[src/rtl/vsr_pkg.sv]
package vsr_pkg;
  localparam int LEN_W  = 7;
  localparam int SUB_W  = 2;
  localparam int SEL_W  = 2;
  localparam int ENB_W  = 5;
  localparam int RSV_W  = 6;
  localparam int HINT_W = 7;

  // Field order is MSB first; positions matter to software decoding the word.
  typedef struct packed {
    logic              vfirst;
    logic              rmpst;
    logic [HINT_W-1:0] hint;
    logic              unpack;
    logic              pack;
    logic [RSV_W-1:0]  rsvd;
    logic [ENB_W-1:0]  remap_en;
    logic [SEL_W-1:0]  sel_o1;
    logic [SEL_W-1:0]  sel_o0;
    logic [SEL_W-1:0]  sel_i2;
    logic [SEL_W-1:0]  sel_i1;
    logic [SEL_W-1:0]  sel_i0;
    logic [SUB_W-1:0]  ssub;
    logic [SUB_W-1:0]  dsub;
    logic [LEN_W-1:0]  dstep;
    logic [LEN_W-1:0]  sstep;
    logic [LEN_W-1:0]  vl;
    logic [LEN_W-1:0]  mvl;
  } vstate_t;

  typedef enum logic [1:0] {
    SRC_IMM  = 2'b00,
    SRC_GPR  = 2'b01,
    SRC_CNT  = 2'b10,
    SRC_IMMX = 2'b11
  } len_src_e;

  function automatic logic [LEN_W-1:0] min_len(input logic [LEN_W-1:0] a,
                                                input logic [LEN_W-1:0] b);
    return (a < b) ? a : b;
  endfunction
endpackage

[src/rtl/vsr_len_clamp.sv]
module vsr_len_clamp
  import vsr_pkg::*;
#(
  parameter int REQ_W = 16
) (
  input  logic [1:0]       src,
  input  logic [LEN_W-1:0] imm,
  input  logic [REQ_W-1:0] gpr,
  input  logic [REQ_W-1:0] cnt,
  input  logic [LEN_W-1:0] cap,
  output logic [LEN_W-1:0] vl
);
  localparam int PAD_W = REQ_W - LEN_W;

  logic [REQ_W-1:0] req_w;
  logic [REQ_W-1:0] cap_w;

  always_comb begin
    unique case (len_src_e'(src))
      SRC_GPR: req_w = gpr;
      SRC_CNT: req_w = cnt;
      default: req_w = {{PAD_W{1'b0}}, imm};
    endcase
  end

  assign cap_w = {{PAD_W{1'b0}}, cap};
  assign vl    = (req_w > cap_w) ? cap : req_w[LEN_W-1:0];
endmodule

[src/rtl/vsr_range_chk.sv]
module vsr_range_chk
  import vsr_pkg::*;
#(
  parameter int LEN_LIMIT = 64
) (
  input  logic [LEN_W-1:0] mvl,
  input  logic [LEN_W-1:0] vl,
  input  logic [LEN_W-1:0] sstep,
  input  logic [LEN_W-1:0] dstep,
  output logic             illegal
);
  localparam logic [LEN_W-1:0] LIM = LEN_W'(LEN_LIMIT);

  assign illegal = (mvl > LIM) || (vl > LIM) || (sstep >= LIM) || (dstep >= LIM);
endmodule

[src/rtl/vsr_state_reg.sv]
module vsr_state_reg
  import vsr_pkg::*;
#(
  parameter int REQ_W     = 16,
  parameter int LEN_LIMIT = 64
) (
  input  logic              clk,
  input  logic              rst_n,
  input  logic              raw_we,
  input  logic [63:0]       raw_wdata,
  input  logic              len_req,
  input  logic [1:0]        len_src,
  input  logic [6:0]        len_imm,
  input  logic [REQ_W-1:0]  len_gpr,
  input  logic [REQ_W-1:0]  len_cnt,
  input  logic              len_set_mvl,
  input  logic [6:0]        len_mvl_imm,
  input  logic              len_rt_zero,
  output logic [63:0]       state_o,
  output logic              trap_o,
  output logic              res_vld_o,
  output logic [6:0]        res_o
);
  localparam logic [LEN_W-1:0] LIM = LEN_W'(LEN_LIMIT);

  vstate_t          cur_q, nxt_c, raw_c, raw_in;
  logic             upd_en;
  logic             trap_d, trap_q;
  logic             rv_d, rv_q;
  logic [LEN_W-1:0] res_q;
  logic [LEN_W-1:0] new_mvl, cl_vl;
  logic             raw_bad, len_bad;

  assign raw_in = vstate_t'(raw_wdata);

  vsr_range_chk #(.LEN_LIMIT(LEN_LIMIT)) u_chk (
    .mvl     (raw_in.mvl),
    .vl      (raw_in.vl),
    .sstep   (raw_in.sstep),
    .dstep   (raw_in.dstep),
    .illegal (raw_bad)
  );

  assign new_mvl = len_set_mvl ? len_mvl_imm : cur_q.mvl;
  assign len_bad = new_mvl > LIM;

  vsr_len_clamp #(.REQ_W(REQ_W)) u_clamp (
    .src (len_src),
    .imm (len_imm),
    .gpr (len_gpr),
    .cnt (len_cnt),
    .cap (new_mvl),
    .vl  (cl_vl)
  );

  always_comb begin
    raw_c      = raw_in;
    raw_c.rsvd = '0;
    raw_c.vl   = min_len(raw_in.vl, raw_in.mvl);
  end

  // next-state
  always_comb begin
    nxt_c  = cur_q;
    upd_en = 1'b0;
    trap_d = 1'b0;
    rv_d   = 1'b0;
    if (raw_we) begin
      if (raw_bad) begin
        trap_d = 1'b1;
      end else begin
        upd_en = 1'b1;
        nxt_c  = raw_c;
      end
    end else if (len_req) begin
      if (len_bad) begin
        trap_d = 1'b1;
      end else begin
        upd_en    = 1'b1;
        nxt_c.mvl = new_mvl;
        nxt_c.vl  = cl_vl;
        if (cl_vl != cur_q.vl) begin
          nxt_c.sstep = '0;
          nxt_c.dstep = '0;
          nxt_c.ssub  = '0;
          nxt_c.dsub  = '0;
        end
        if ((cl_vl != cur_q.vl) || (new_mvl != cur_q.mvl)) nxt_c.rmpst = 1'b0;
        rv_d = ~len_rt_zero;
      end
    end
  end

  // registers
  always_ff @(posedge clk or negedge rst_n) begin
    if (!rst_n) begin
      cur_q <= '0;
    end else if (upd_en) begin
      cur_q <= nxt_c;
    end
  end

  always_ff @(posedge clk or negedge rst_n) begin
    if (!rst_n) begin
      trap_q <= 1'b0;
      rv_q   <= 1'b0;
    end else begin
      trap_q <= trap_d;
      rv_q   <= rv_d;
    end
  end

  always_ff @(posedge clk or negedge rst_n) begin
    if (!rst_n) begin
      res_q <= '0;
    end else if (rv_d) begin
      res_q <= cl_vl;
    end
  end

  assign state_o   = cur_q;
  assign trap_o    = trap_q;
  assign res_vld_o = rv_q;
  assign res_o     = res_q;


  rsvd_zero_chk: assert property (@(posedge clk) disable iff (!rst_n)
    cur_q.rsvd == '0);


  vl_cap_chk: assert property (@(posedge clk) disable iff (!rst_n)
    cur_q.vl <= cur_q.mvl);


  mvl_range_chk: assert property (@(posedge clk) disable iff (!rst_n)
    cur_q.mvl <= LIM);


  trap_hold_chk: assert property (@(posedge clk) disable iff (!rst_n)
    trap_d |=> (cur_q == $past(cur_q)) && trap_o);


  res_match_chk: assert property (@(posedge clk) disable iff (!rst_n)
    res_vld_o |-> (res_o == cur_q.vl));


  trap_no_res_chk: assert property (@(posedge clk) disable iff (!rst_n)
    trap_o |-> !res_vld_o);
endmodule

[config.mk]
export PLATFORM = sky130hd
export DESIGN_NAME = vsr_state_reg
export DESIGN_NICKNAME = d
export VERILOG_FILES = /design/src/rtl/vsr_pkg.sv /design/src/rtl/vsr_len_clamp.sv /design/src/rtl/vsr_range_chk.sv /design/src/rtl/vsr_state_reg.sv
export SDC_FILE = /design/constraint.sdc
export NUM_CORES = 1
export LEC_CHECK = 0
export BUFFER_PORTS_ARGS = -buffer_cell sky130_fd_sc_hd__buf_2
export CORE_MARGIN = 2
export CORE_UTILIZATION = 40
export DETAILED_ROUTE_END_ITERATION = 12
export PLACE_DENSITY = 0.81
export SETUP_SLACK_MARGIN = 0.05
export SYNTH_ARGS = -nofsm -noshare
export SYNTH_HDL_FRONTEND = slang
export SYNTH_SLANG_ARGS = --single-unit
export TNS_END_PERCENT = 1
[constraint.sdc]
create_clock -name clk -period 2.5 [get_ports clk]
set_clock_uncertainty 0.1 [all_clocks]
set_input_delay 0.5 -clock clk [delete_from_list [all_inputs] [get_ports clk]]
set_output_delay 0.5 -clock clk [all_outputs]
set_load 0.01 [all_outputs]
==> qor.txt <==
status: complete, but fails checks
failing checks: negative setup slack
HPWL Detailed: 9200 um
startpoint types: input port
largest net degree at the start of global routing: 43
CTS Buf Count: 9
ANT nets after route: 0
Lkg Pwr: 3.08 nW
Post-Syn Instances: 426
CTS max path bufs: 2
Iter 0 DRT Violations: 159
final worst slack: -0.510 ns
Place WS: -1.09 ns
Netlist cell types: 53
Yosys reg bits: 67
total gr overflow: 0
Comb power frac: 0.477
Reg clk slew, reported paths: 0.08 ns
Critical Path Sink Type: register
H-tree depth: 3
vias in the first global route: 3813
Reg power frac: 0.312
Primary FF master, synth: dfrtp_1
crit share post-route: 1.20
Starting Density: 0.408
final wirelength: 12500 um
width of the die: 103 um
worst setup path category: in -> reg
Area Overhead vs Synth: 53.3%
post-layout util: 0.625
# IOs: 191
ant diodes: 0
post-synth top area cell: dfrtp_1
worst skew pair latency: 0.34 ns
Pint: 3.17 mW
Worst Path Arrival: 3.17 ns
Max Fclk: 0.332 GHz
unrepaired setup endpoints after global routing: true
Setup TNS Final: -14.44 ns
syn avg cell area: 9.23 sq um
Synth area leaders: dfrtp_1, nand2_1, ha_1
final setup fails: 33
NetSw: 1.83 mW
post-synth top area share: 0.427
register area share after synthesis: 0.427
Wirelength per Cell: 15.6 um
Synth warnings: 0
slowest CP cell: a221o_1
min cycle time layout: 3.01 ns
fraction of layout cells with a size suffix above 1: 0.504
Chip Height: 103 um
gr usage total: 0.218
max incr delay on CP: 0.31 ns
final hold vios: 0
max cap viols: 0
slew margin rel.: 0.477
post-synthesis async set-or-reset flop share: 1.00
Vias: 4131
Sw Share: 0.367
Worst Path Required: 2.66 ns
routed vias/inst: 5.13
FP Rows: 36
hold crit path type: in -> async
global placement routability congestion: 0.873
Final Net Count: 800
Max VDD drop: 0.444 mV
clock group share of total power: 0.211
full die area: 10600 sq um
CP max FO: 7
number of detailed-route iterations in the first pass: 4
actual slew at the worst max-slew pin: 0.784 ns
core footprint: 9640 sq um
Post-synth EDFFs: 0
initial antenna violation count: 0
Clock Tree Root: clkbuf_8
Cell Pwr Density: 831 nW/um^2
Port Buffer Count: 178
cts hold-fix bufs: 0
crit-path cells: buf_8 > inv_4 > ha_4 > a221o_1 > nand2_2 > inv_2 > ha_4 > a21o_1 > a21oi_2 > nand3_1 > a21oi_2 > buf_4 > buf_6 > mux2i_4 > o21ai_4 > buf_12 > o21ai_2
mapped cell area: 3930 sq um
TritonCTS clock tree: done
CTS sink count: 67
Slew Limit Fails: 0
wire length of the first global-routing pass: 18000 um
DRC Markers: 0
## sequential cells by signal (all words and copies together), names as in the netlist
| signal | flops |
|---|---|
| trap_o | 1 |
| res_vld_o | 1 |
| state_o | 58 |
| res_o | 7 |
## routing by layer
layer	vias up	part of all wire	global-route usage
met5	-	0	0
met4	0	0.015	0.0577
met3	17	0.065	0.0508
met2	166	0.50	0.377
met1	1964	0.42	0.274
li1	1984	-	-
## Yosys cell counts, types with 2 or more instances
master and count:
nand2_1 109, dfrtp_1 67, o21ai_1 22, a22oi_1 20, ha_1 15, clkbuf_1 14
inv_1 14, o21ai_2 10, nor2_1 9, o22ai_1 9, xnor2_1 9, mux2_2 8
mux2i_1 8, a21oi_1 7, buf_4 7, o21a_1 7, o21ai_0 7, nand3_1 6
a21o_1 5, a221o_1 5, nand2b_1 5, buf_2 4, mux2_1 4, nand4_1 4
o221a_1 4, xor2_1 4, buf_6 3, inv_2 3, o221a_2 3, o41ai_1 3
or4_1 3, a21oi_2 2, a221oi_1 2, a31oi_1 2, mux2i_2 2, o31ai_1 2
or3_1 2
## final timing paths
| path | to | from | slack (ns) | depth (start not counted) |
|---|---|---|---|---|
| max | state_o[26] | len_src[0] | -0.51 | 17 |
| min | state_o[6] | rst_n | 0.04 | 1 |
| max reg2reg | state_o[26] | state_o[5] | -0.22 | 13 |
| min reg2reg | state_o[56] | state_o[56] | 0.38 | 2 |
| max in group asynchronous | state_o[25] | rst_n | 1.53 | 2 |
| min in group clk | state_o[45] | raw_wdata[45] | 0.24 | 3 |
## power by group through the flow
stage	Sequential [mW]	Combinational (mW)	Clock (mW)
floorplan	1.71	0.923	0
global placement	1.57	1.90	0
detailed placement	1.58	1.96	0
CTS	1.56	2.08	1.08
global route	1.60	2.57	1.13
finish	1.56	2.39	1.06
## area by class of cell
type / count / area, sq um
fill: 843 / 3620
inverter: 17 / 66.3
sequential: 67 / 1680
multi-input combinational: 318 / 2240
tap: 133 / 166
clock inverter: 7 / 108
timing repair buffer: 254 / 1640
clock buffer: 9 / 124
## per-stage QoR
stage / area [sq um] / instances / hold WS [ns] / power, mW
after floorplan: 4000 / 431 / 0.104 / 2.64
after global placement: 5390 / 774 / 0.355 / 3.47
after detailed placement: 5390 / 774 / 0.361 / 3.54
after CTS: 5720 / 795 / 0.0231 / 4.72
after global routing: 6020 / 805 / 0.0442 / 5.30
final: 6020 / 805 / 0.0405 / 5.01
## cells in the final DEF (no fill, tap or decap), types with 5 or more instances in the layout
cell	netlist	layout
xnor2_1	9	9
o22ai_1	9	9
buf_6	3	7
dfrtp_1	67	67
buf_4	7	59
nor2_1	9	9
a21o_1	5	5
o21ai_2	10	25
a221o_1	5	5
conb_1	1	6
a21oi_1	7	6
clkbuf_8	0	9
mux2_2	8	10
ha_4	0	5
o21ai_1	22	11
o21a_1	7	7
inv_2	3	5
a22oi_1	20	20
ha_1	15	10
buf_12	0	6
buf_2	4	176
inv_1	14	11
nand3_1	6	6
mux2i_1	8	5
nand2_1	109	108
## critical path: cells and delay by family
| kind | cells | cell delay (ns) |
|---|---|---|
| AOI/OAI and AO/OA | 6 | 1.14 |
| and+or+nand+nor | 2 | 0.20 |
| buffers and inverters | 6 | 0.59 |
| adders and majority gates | 2 | 0.48 |
| muxes | 1 | 0.24 |
## cells by family after synthesis
group,after synthesis,synth area share
and+or+nand+nor,148,0.164
AOI/OAI and AO/OA,113,0.207
DFF,67,0.427
buffers and inverters,46,0.0576
muxes,23,0.0675
adders and majority gates,15,0.0478
xor gates and xnor gates,13,0.0290
other,1,0.000954
## what timing repair did
| action | in CTS | in global routing |
|---|---|---|
| cloned | 0 | 6 |
| setup endpoints to repair | 33 | 33 |
| setup buffers | 5 | 4 |
| gates resized for setup | 20 | 31 |
| pin swaps | 6 | 29 |
Note: power is estimated with default switching activity, not from simulation.
